--- config.mk ---
export PLATFORM = sky130hd
export DESIGN_NAME = spi_dma_slave
export DESIGN_NICKNAME = d
export VERILOG_FILES = /design/src/rtl/spi_dma_pkg.sv /design/src/rtl/spi_pin_sync.sv /design/src/rtl/spi_dma_regs.sv /design/src/rtl/spi_dma_engine.sv /design/src/rtl/spi_dma_slave.sv
export SDC_FILE = /design/constraint.sdc
export NUM_CORES = 1
export LEC_CHECK = 0
export ABC_AREA = 1
export BUFFER_PORTS_ARGS = -buffer_cell sky130_fd_sc_hd__buf_2
export CAP_MARGIN = 40
export CORE_ASPECT_RATIO = 1.75
export CORE_MARGIN = 2
export CORE_UTILIZATION = 35
export DETAILED_ROUTE_END_ITERATION = 10
export HOLD_SLACK_MARGIN = 0.08
export PLACE_DENSITY_LB_ADDON = 0.08
export SLEW_MARGIN = 10
export SYNTH_ARGS = -nofsm -noshare
export SYNTH_HDL_FRONTEND = slang
export SYNTH_HIERARCHICAL = 1
export SYNTH_SLANG_ARGS = --single-unit
--- constraint.sdc ---
create_clock -name clk -period 2.6 [get_ports clk]
set_input_delay 0.52 -clock clk [delete_from_list [all_inputs] [get_ports clk]]
set_output_delay 0.52 -clock clk [all_outputs]
set_load 0.05 [all_outputs]
--- src/rtl/spi_dma_pkg.sv ---
// Shared constants for the SPI slave byte mover: register indices,
// field positions and the command code that validates a job.
package spi_dma_pkg;
    localparam logic [1:0] REG_CTRL = 2'd0;
    localparam logic [1:0] REG_LEN  = 2'd1;
    localparam logic [1:0] REG_BASE = 2'd2;
    localparam logic [1:0] REG_STAT = 2'd3;

    localparam int CTRL_GO   = 0;
    localparam int CTRL_SRST = 1;
    localparam int CTRL_CMD  = 2;
    localparam int CTRL_DIR  = 6;

    localparam int STAT_RDY   = 0;
    localparam int STAT_BUSY  = 4;
    localparam int STAT_IRQ   = 8;
    localparam int STAT_SHORT = 9;

    localparam logic [1:0] CMD_VALID = 2'b11;
endpackage

--- src/rtl/spi_pin_sync.sv ---
// Brings SCLK, CS_n and MOSI into the system clock domain through two flops
// and derives single-cycle edge pulses. Assumes clk >= 4x SCLK.
module spi_pin_sync (
    input  logic clk,
    input  logic rst_n,
    input  logic sclk,
    input  logic cs_n,
    input  logic mosi,
    output logic sclk_rise,
    output logic sclk_fall,
    output logic cs_act,
    output logic cs_start,
    output logic cs_end,
    output logic mosi_s
);
    logic [2:0] sclk_q;
    logic [2:0] cs_q;
    logic [1:0] mosi_q;

    // Shift the raw pins through the synchronizer chains.
    always_ff @(posedge clk) begin
        if (!rst_n) begin
            sclk_q <= '0;
            cs_q   <= '1;
            mosi_q <= '0;
        end else begin
            sclk_q <= {sclk_q[1:0], sclk};
            cs_q   <= {cs_q[1:0], cs_n};
            mosi_q <= {mosi_q[0], mosi};
        end
    end

    assign sclk_rise = sclk_q[1] & ~sclk_q[2];
    assign sclk_fall = ~sclk_q[1] & sclk_q[2];
    assign cs_act    = ~cs_q[1];
    assign cs_start  = ~cs_q[1] & cs_q[2];
    assign cs_end    = cs_q[1] & ~cs_q[2];
    assign mosi_s    = mosi_q[1];
endmodule

--- src/rtl/spi_dma_regs.sv ---
// Software-visible registers: control, length, start address and status.
// Produces the launch pulse, the soft-reset pulse and the interrupt level.
// Assumes the engine raises busy in the cycle after launch.
module spi_dma_regs
    import spi_dma_pkg::*;
#(
    parameter int LEN_W  = 16,
    parameter int ADDR_W = 16
) (
    input  logic              clk,
    input  logic              rst_n,
    input  logic              reg_we,
    input  logic [1:0]        reg_addr,
    input  logic [31:0]       reg_wdata,
    output logic [31:0]       reg_rdata,
    input  logic              busy,
    input  logic              job_done,
    input  logic              job_short,
    output logic              launch,
    output logic              dir_tx,
    output logic [LEN_W-1:0]  job_len,
    output logic [ADDR_W-1:0] job_base,
    output logic              soft_rst,
    output logic              irq
);
    logic       go_q, dir_q, rdy_q, irq_q, short_q;
    logic [1:0] cmd_q;
    logic       wr_ctrl, wr_stat, ack;

    assign wr_ctrl  = reg_we && (reg_addr == REG_CTRL);
    assign wr_stat  = reg_we && (reg_addr == REG_STAT);
    assign soft_rst = wr_ctrl && reg_wdata[CTRL_SRST];
    assign ack      = wr_stat && reg_wdata[STAT_IRQ];
    assign launch   = go_q && (cmd_q == CMD_VALID) && !busy && (!dir_q || rdy_q);

    // Control fields: written by software, go and ready consumed at launch.
    always_ff @(posedge clk) begin
        if (!rst_n) begin
            go_q  <= 1'b0;
            dir_q <= 1'b0;
            cmd_q <= '0;
            rdy_q <= 1'b0;
        end else if (soft_rst) begin
            go_q  <= 1'b0;
            dir_q <= 1'b0;
            cmd_q <= '0;
            rdy_q <= 1'b0;
        end else begin
            if (launch) begin
                go_q <= 1'b0;
                if (dir_q) rdy_q <= 1'b0;
            end
            if (wr_ctrl) begin
                go_q  <= reg_wdata[CTRL_GO];
                dir_q <= reg_wdata[CTRL_DIR];
                cmd_q <= reg_wdata[CTRL_CMD+1:CTRL_CMD];
            end
            if (wr_stat && reg_wdata[STAT_RDY]) rdy_q <= 1'b1;
        end
    end

    // Length and start address hold their values until rewritten.
    always_ff @(posedge clk) begin
        if (!rst_n) begin
            job_len  <= '0;
            job_base <= '0;
        end else begin
            if (reg_we && reg_addr == REG_LEN)  job_len  <= reg_wdata[LEN_W-1:0];
            if (reg_we && reg_addr == REG_BASE) job_base <= reg_wdata[ADDR_W-1:0];
        end
    end

    // Interrupt and short flag: set at job end, cleared by write-one.
    always_ff @(posedge clk) begin
        if (!rst_n) begin
            irq_q   <= 1'b0;
            short_q <= 1'b0;
        end else if (job_done) begin
            irq_q   <= 1'b1;
            short_q <= job_short;
        end else if (ack) begin
            irq_q   <= 1'b0;
            short_q <= 1'b0;
        end
    end

    // Read multiplexer.
    always_comb begin
        reg_rdata = '0;
        case (reg_addr)
            REG_CTRL: begin
                reg_rdata[CTRL_GO]                 = go_q;
                reg_rdata[CTRL_CMD+1:CTRL_CMD]     = cmd_q;
                reg_rdata[CTRL_DIR]                = dir_q;
            end
            REG_LEN:  reg_rdata[LEN_W-1:0]  = job_len;
            REG_BASE: reg_rdata[ADDR_W-1:0] = job_base;
            default: begin
                reg_rdata[STAT_RDY]   = rdy_q;
                reg_rdata[STAT_BUSY]  = busy;
                reg_rdata[STAT_IRQ]   = irq_q;
                reg_rdata[STAT_SHORT] = short_q;
            end
        endcase
    end

    assign dir_tx = dir_q;
    assign irq    = irq_q;

    // a pending interrupt stays until acknowledged.
    p_irq_holds_r8: assert property (@(posedge clk) disable iff (!rst_n)
        irq_q && !ack |=> irq_q);
    // the short flag never stands without a pending interrupt.
    p_short_has_irq_r9: assert property (@(posedge clk) disable iff (!rst_n)
        short_q |-> irq_q);
endmodule

--- src/rtl/spi_dma_engine.sv ---
// Job engine: the receive shifter with memory writes, and the transmit
// prefetch with the output shifter. Memory reads return data one cycle
// after the request is sampled. Assumes clk >= 4x SCLK.
module spi_dma_engine #(
    parameter int LEN_W  = 16,
    parameter int ADDR_W = 16
) (
    input  logic              clk,
    input  logic              rst_n,
    input  logic              abort,
    input  logic              launch,
    input  logic              dir_tx_in,
    input  logic [LEN_W-1:0]  len,
    input  logic [ADDR_W-1:0] base,
    input  logic              sclk_rise,
    input  logic              sclk_fall,
    input  logic              cs_act,
    input  logic              cs_start,
    input  logic              cs_end,
    input  logic              mosi_s,
    input  logic [7:0]        mem_rdata,
    output logic              mem_en,
    output logic              mem_we,
    output logic [ADDR_W-1:0] mem_addr,
    output logic [7:0]        mem_wdata,
    output logic              miso,
    output logic              miso_oe,
    output logic              busy,
    output logic              done,
    output logic              short_end
);
    logic              busy_q, tx_q, done_q, short_q;
    logic [LEN_W-1:0]  len_q, byte_cnt, fetch_cnt;
    logic [ADDR_W-1:0] addr_q;
    logic [2:0]        bit_cnt;
    logic [6:0]        rx_sh;
    logic [7:0]        tx_sh, nxt_buf;
    logic              nxt_valid, cur_valid, rd_p1, rd_p2;
    logic              en_q, we_q;
    logic [ADDR_W-1:0] maddr_q;
    logic [7:0]        wdata_q;

    // Job sequencing, shifting and memory requests.
    always_ff @(posedge clk) begin
        if (!rst_n || abort) begin
            busy_q <= 1'b0; tx_q <= 1'b0; done_q <= 1'b0; short_q <= 1'b0;
            len_q <= '0; byte_cnt <= '0; fetch_cnt <= '0; addr_q <= '0;
            bit_cnt <= '0; rx_sh <= '0; tx_sh <= '0; nxt_buf <= '0;
            nxt_valid <= 1'b0; cur_valid <= 1'b0; rd_p1 <= 1'b0; rd_p2 <= 1'b0;
            en_q <= 1'b0; we_q <= 1'b0; maddr_q <= '0; wdata_q <= '0;
        end else begin
            en_q   <= 1'b0;
            we_q   <= 1'b0;
            done_q <= 1'b0;
            rd_p1  <= 1'b0;
            rd_p2  <= rd_p1;
            if (launch) begin
                tx_q      <= dir_tx_in;
                len_q     <= len;
                addr_q    <= base;
                byte_cnt  <= '0;
                fetch_cnt <= '0;
                bit_cnt   <= '0;
                nxt_valid <= 1'b0;
                cur_valid <= 1'b0;
                short_q   <= 1'b0;
                if (len == '0) done_q <= 1'b1;
                else           busy_q <= 1'b1;
            end else if (busy_q) begin
                if (cs_start) bit_cnt <= '0;
                if (tx_q) begin
                    if (!rd_p1 && !rd_p2 && !nxt_valid && fetch_cnt < len_q) begin
                        en_q      <= 1'b1;
                        maddr_q   <= addr_q;
                        addr_q    <= addr_q + 1'b1;
                        fetch_cnt <= fetch_cnt + 1'b1;
                        rd_p1     <= 1'b1;
                    end
                    if (rd_p2) begin
                        nxt_buf   <= mem_rdata;
                        nxt_valid <= 1'b1;
                    end
                    if (!cur_valid && nxt_valid) begin
                        tx_sh     <= nxt_buf;
                        cur_valid <= 1'b1;
                        nxt_valid <= 1'b0;
                    end
                    if (sclk_fall && cs_act && bit_cnt != '0)
                        tx_sh <= {tx_sh[6:0], 1'b0};
                end
                if (sclk_rise && cs_act) begin
                    bit_cnt <= bit_cnt + 1'b1;
                    if (!tx_q) rx_sh <= {rx_sh[5:0], mosi_s};
                    if (bit_cnt == 3'd7) begin
                        byte_cnt <= byte_cnt + 1'b1;
                        if (!tx_q) begin
                            en_q    <= 1'b1;
                            we_q    <= 1'b1;
                            maddr_q <= addr_q;
                            wdata_q <= {rx_sh, mosi_s};
                            addr_q  <= addr_q + 1'b1;
                        end else begin
                            tx_sh     <= nxt_buf;
                            nxt_valid <= 1'b0;
                        end
                        if (byte_cnt == len_q - 1'b1) begin
                            busy_q <= 1'b0;
                            done_q <= 1'b1;
                        end
                    end
                end else if (cs_end) begin
                    busy_q  <= 1'b0;
                    done_q  <= 1'b1;
                    short_q <= 1'b1;
                end
            end
        end
    end

    assign mem_en    = en_q;
    assign mem_we    = we_q;
    assign mem_addr  = maddr_q;
    assign mem_wdata = wdata_q;
    assign miso      = tx_sh[7];
    assign miso_oe   = busy_q && tx_q && cs_act;
    assign busy      = busy_q;
    assign done      = done_q;
    assign short_end = short_q;

    // prefetch never reads past the programmed length.
    p_fetch_bound_r5: assert property (@(posedge clk) disable iff (!rst_n)
        fetch_cnt <= len_q);
    // the completion pulse coincides with an idle engine.
    p_done_idle_r7: assert property (@(posedge clk) disable iff (!rst_n)
        done_q |-> !busy_q);
    // memory is touched only by a job that was running a cycle earlier.
    p_mem_in_job_r10: assert property (@(posedge clk) disable iff (!rst_n)
        en_q |-> $past(busy_q));
    // memory writes come only from receive jobs.
    p_write_rx_only_r3: assert property (@(posedge clk) disable iff (!rst_n)
        en_q && we_q |-> !tx_q);
endmodule

--- src/rtl/spi_dma_slave.sv ---
// Top level of the SPI slave byte mover: pin synchronizer, register file
// and job engine. Synchronous active-low reset, clk >= 4x SCLK.
module spi_dma_slave #(
    parameter int LEN_W  = 16,
    parameter int ADDR_W = 16
) (
    input  logic              clk,
    input  logic              rst_n,
    input  logic              reg_we,
    input  logic [1:0]        reg_addr,
    input  logic [31:0]       reg_wdata,
    output logic [31:0]       reg_rdata,
    output logic              mem_en,
    output logic              mem_we,
    output logic [ADDR_W-1:0] mem_addr,
    output logic [7:0]        mem_wdata,
    input  logic [7:0]        mem_rdata,
    input  logic              sclk,
    input  logic              cs_n,
    input  logic              mosi,
    output logic              miso,
    output logic              miso_oe,
    output logic              irq
);
    logic sclk_rise, sclk_fall, cs_act, cs_start, cs_end, mosi_s;
    logic busy, done, short_end, launch, dir_tx, soft_rst;
    logic [LEN_W-1:0]  job_len;
    logic [ADDR_W-1:0] job_base;

    spi_pin_sync u_sync (
        .clk(clk), .rst_n(rst_n), .sclk(sclk), .cs_n(cs_n), .mosi(mosi),
        .sclk_rise(sclk_rise), .sclk_fall(sclk_fall), .cs_act(cs_act),
        .cs_start(cs_start), .cs_end(cs_end), .mosi_s(mosi_s)
    );

    spi_dma_regs #(.LEN_W(LEN_W), .ADDR_W(ADDR_W)) u_regs (
        .clk(clk), .rst_n(rst_n), .reg_we(reg_we), .reg_addr(reg_addr),
        .reg_wdata(reg_wdata), .reg_rdata(reg_rdata), .busy(busy),
        .job_done(done), .job_short(short_end), .launch(launch),
        .dir_tx(dir_tx), .job_len(job_len), .job_base(job_base),
        .soft_rst(soft_rst), .irq(irq)
    );

    spi_dma_engine #(.LEN_W(LEN_W), .ADDR_W(ADDR_W)) u_engine (
        .clk(clk), .rst_n(rst_n), .abort(soft_rst), .launch(launch),
        .dir_tx_in(dir_tx), .len(job_len), .base(job_base),
        .sclk_rise(sclk_rise), .sclk_fall(sclk_fall), .cs_act(cs_act),
        .cs_start(cs_start), .cs_end(cs_end), .mosi_s(mosi_s),
        .mem_rdata(mem_rdata), .mem_en(mem_en), .mem_we(mem_we),
        .mem_addr(mem_addr), .mem_wdata(mem_wdata), .miso(miso),
        .miso_oe(miso_oe), .busy(busy), .done(done), .short_end(short_end)
    );
endmodule

After elaboration in Yosys (flattened, before gate mapping). Index checks and enable logic that the tools add are counted.

Add/subtract/negate cells: 5. Order comparisons: 1. Equality and inequality tests: 7. Muxes and demuxes: 63. Bitwise logic cells: 14. Reductions and logical operators: 51.

Operator list (count): two-way mux 16 bit (12); adder 16 x 1 -> 16 bit (second input constant) (3); two-way mux 8 bit (6); two-way mux 1 bit (34); logical AND 1 bit (19); == test 16 bit (1); zero test 16 bit (1); < comparator 16 bit (1); subtractor 16 x 1 -> 16 bit (second input constant) (1); one-hot mux 2 bit (3 select lines) (2); one-hot mux 6 bit (2 select lines) (1); AND reduction 3 bit (4); nonzero test 2 bit (6); NOT 1 bit (10); one-hot mux 1 bit (3 select lines) (3); AND reduction 4 bit (2); zero test 1 bit (7); == test 2 bit (second input constant) (3); two-way mux 3 bit (2); one-hot mux 1 bit (2 select lines) (3); AND reduction 2 bit (3); AND reduction 5 bit (1); OR reduction 5 bit (1); AND 1 bit (4); 9 further kinds (11).

Bits in registers: 171. Input port bits: 48. Output and inout port bits: 61. Word-level logic and storage cells: 172.

Depth between registers and ports, before layout.
Depth in word-level cells: 11. Depth in mapped cells: 17. Depth with buffers taken out: 16.

Hierarchy. The synthesis kept the hierarchy.

Modules (own cells, without submodules): spi_dma_engine (instances 1, cells each 929, area an instance 6473.7 um^2, sequential area each 2482.4 um^2); spi_dma_regs (instances 1, cells each 272, area an instance 1855.5 um^2, sequential area each 780.7 um^2); spi_pin_sync (instances 1, cells each 32, area an instance 251.5 um^2, sequential area each 160.2 um^2).

Worst setup path before layout. No wires, ideal clock.

Path kind: input-to-output. Start point: input reg_addr[0]. End point: output reg_rdata[4]. Arrival: 1.900 ns. Data required time: 2.080 ns. Slack: 0.180 ns. Cell stages on the path: 6. Buffers on the path: 2. Cells stage by stage: inv_1 > ha_1 > buf_2 > buf_2 > a21oi_1 > a21oi_1.

Cells in the longest elaborated chain, start to end: 2. Elaborated cells between the ends (all ways): 4. Those cells by class: eq/ne (2); mux (1); reduce/logical (1).

Ends and longest elaborated chain: start: declaration (line spi_dma_slave.sv:10) `input logic [1:0] reg_addr,`; == test 2 bit, or another cell as far along (line spi_dma_regs.sv:90) `case (reg_addr)`; one-hot mux 1 bit (3 select lines) (*) (line spi_dma_regs.sv:90); end: declaration (line spi_dma_slave.sv:12) `output logic [31:0] reg_rdata,`.

Mark *: on every way between the ends. The rest lies on a longest branch, timed or not.

Worst setup path after layout.
Start point: input reg_addr[0]. End point: output reg_rdata[1].

Cells in the longest elaborated chain, start to end: 2. Elaborated cells between the ends (all ways): 3. Those cells by class: eq/ne (2); mux (1).

Ends and longest elaborated chain (line): == test 2 bit or == test 2 x 1 -> 1 bit (tied branches) (spi_dma_regs.sv:90); one-hot mux 1 bit (2 select lines) (*) (spi_dma_regs.sv:90).

Marked as above.

==> impl_metrics.json <==
{
  "status": "completed",
  "vias": 8024,
  "cts_hold_buf": 0,
  "cts_sinks": 171,
  "maxSlewHeadroom": 0.6312,
  "clk_pin_slew_worst_paths_ns": 0.06,
  "crit_required_ns": 2.08,
  "dpl_cell_area_um2": 9329,
  "synth_ff_type": "dfxtp_1",
  "p_leak_uw": 0.004243,
  "start_util": 0.3572,
  "ys_seq_area_frac": 0.3990,
  "drt_iter0_drc": 360,
  "finalWirelength_um": 26700,
  "syn_area_um2": 8581,
  "syn_avg_cell_area_um2": 6.959,
  "critPathMaxStageDelay_ns": 0.39,
  "drive_gt1_frac": 0.1188,
  "postCtsSetupRepairBufs": 0,
  "worstSkewPairLatency_ns": 0.45,
  "pin_count": 109,
  "hold_viol_final": 0,
  "worst-slew-pin-transition_ns": 0.5495,
  "clk_path_buf_depth": 2,
  "synth_area_leaders": "dfxtp_1, nand2_1, nor2_1, a21oi_1, inv_1",
  "dieHeight_um": 211.1,
  "viasPerCell": 4.926,
  "fin_nets": 1384,
  "synth_top_cells_by_count": "nand2_1, nor2_1, dfxtp_1, inv_1, a21oi_1",
  "arrival_ns": 1.94,
  "ys_async_sr_fraction": 0,
  "io_buffers": 76,
  "cellPowerDensity_nw_per_um2": 590.0,
  "timing.rr.start": "u_engine/len_q[7]$_SDFFE_PP0P_",
  "first_pass_iters": 5,
  "drv_slew": 0,
  "h-tree-depth": 4,
  "fin_crit_ns": 2.456,
  "seqPwrFrac": 0.458,
  "multi_input_area_um2": 4410,
  "fmax_mhz": 407.1,
  "clkPwrFrac": 0.481,
  "min-delay-start": "cs_n",
  "numCtsBuffers": 17,
  "antenna_left": 0,
  "power_switching_uw": 1364,
  "final_util": 0.4150,
  "power_frac_comb": 0.061,
  "core_area_um2": 24020,
  "cp_max_fo": 9,
  "cts.repair.resized": 0,
  "cts_root_buf": "clkbuf_16",
  "critPathKind": "primary input to output port",
  "overflow": 0,
  "startpoint": "reg_addr[0]",
  "drcViolationCount": 0,
  "antenna_cells": 0,
  "design_area_um2": 9970,
  "critPathSlowestCell": "a21oi_1",
  "dp_hpwl_um": 20190,
  "cp-start-kind": "primary input",
  "final_cells": 1629,
  "syn_inst": 1233,
  "synth_warnings": 6,
  "grt_pass1_wl_um": 42020,
  "synth.top_cell.area_share": 0.3990,
  "dp_cells": 1599,
  "clock_skew_ns": 0.007235,
  "syn_to_final_growth_pct": 16.19,
  "wl_per_cell_um": 16.39,
  "yosysMostFrequentCell": "nand2_1",
  "end_kind": "output port",
  "die_w_um": 122.4,
  "path_cells": "buf_2 > inv_1 > ha_1 > clkinv_1 > a21oi_1 > buf_2",
  "grt_max_degree": 53,
  "grt_usage": 0.2152,
  "synth_cell_type_count": 47,
  "cap_violations": 0,
  "p_int_uw": 4518,
  "antenna_found_initial": 0,
  "place.gp.congestion": 0.8342,
  "rsz0062_at_grt": "false",
  "filler_cell_count": 2673,
  "dieArea_um2": 25830,
  "cp_common_cell": "buf_2",
  "synth_top_area_cell": "dfxtp_1",
  "r2r_setup_slack_ns": 0.23,
  "irDropWorstVdd_v": 0.0004694,
  "ys_ff_latch": 171,
  "switching_share": 0.2318,
  "grt_pass1_vias": 7913,
  "setup-violations-final": 0,
  "regArea_um2": 3423,
  "setup_tns_ns": 0,
  "fin_crit_sh": 0.9447,
  "cts_tree": "done",
  "synth_edf_count": 0,
  "hold_class": "primary input to register",
  "num_rows": 75
}
## per-layer routing
metal  vias to the layer above  global-route usage  share of wire
met5                         -                   0              0
met4                         0              0.1070          0.043
met3                        48             0.03996          0.029
met2                       144              0.4082           0.56
met1                      3676              0.2187           0.37
li1                       4156                   -              -
## stage by stage
step / hold WS [ns] / worst slack, ns / power, uW
after floorplan: 0.3795 / 0.1803 / 2989
after global placement: 0.3996 / 0.1788 / 3112
after detailed placement: 0.4003 / 0.1466 / 3114
after CTS: 0.2305 / 0.1484 / 5958
after global routing: 0.2513 / 0.02073 / 6096
final: 0.2478 / 0.1437 / 5882
## power by group through the flow
| stage | sequential [uW] | clock (uW) | combinational (uW) |
|---|---|---|---|
| detailed placement | 2760 | 0 | 357 |
| global route | 2700 | 3010 | 392 |
| CTS | 2700 | 2900 | 358 |
| finish | 2700 | 2830 | 356 |
| global placement | 2760 | 0 | 356 |
| floorplan | 2730 | 0 | 259 |
## area by class of cell
class,count,share of cell area
clock buffers,23,0.04794
multi-input cells,888,0.4424
clock inverters,7,0.01632
inverters,131,0.04932
repair buffers,101,0.06200
flip-flops and latches,171,0.3434
well taps,308,0.03865
## sequential cells by signal, summed over array words and instances, names as in the netlist, 2 cells and up, named ones only
signal,cells
u_engine/bit_cnt,3
u_regs/job_base,16
u_regs/cmd_q,2
u_sync/sclk_q,3
u_engine/tx_sh,7
u_engine/addr_q,16
u_engine/rx_sh,7
u_sync/mosi_q,2
u_engine/len_q,16
u_sync/cs_q,3
u_engine/fetch_cnt,16
u_engine/mem_wdata,8
u_engine/mem_addr,16
u_engine/byte_cnt,16
u_engine/nxt_buf,8
u_regs/job_len,16
## logic make-up after synthesis
kind of cell | after synthesis | share of synthesized area
DFF | 171 | 0.3989
adders and majority gates | 26 | 0.03791
buffers and inverters | 189 | 0.09449
other | 1 | 0.0004370
xor gates and xnor gates | 20 | 0.02202
AOI/OAI and AO/OA | 261 | 0.1651
and+or+nand+nor | 565 | 0.2811
## layout by cell type (no fill, tap or decap), types with 16 or more instances in the layout
| cell type | instances |
|---|---|
| clkbuf_16 | 17 |
| a22oi_1 | 16 |
| dfxtp_1 | 171 |
| o21ai_0 | 92 |
| nand3_1 | 76 |
| nor2_1 | 191 |
| buf_4 | 21 |
| conb_1 | 16 |
| buf_2 | 76 |
| ha_1 | 26 |
| a21oi_1 | 114 |
| inv_1 | 124 |
| nand2_1 | 238 |
## worst max-delay path, delay by kind of cell
family                     cells  cell delay [ns]
buffers and inverters          4             0.74
AOI/OAI and AO/OA              1             0.39
adders and majority gates      1             0.27
## path summary, 6_finish.rpt
path / cells past startpoint / end
setup / recovery: 6 / reg_rdata[1]
hold reg to reg: 2 / u_sync/cs_q[1]$_SDFF_PN1_
hold / removal: 3 / u_sync/cs_q[0]$_SDFF_PN1_
setup reg to reg: 11 / u_engine/mem_addr[8]$_SDFFE_PP0P_
(Power assumes the default switching activity.)
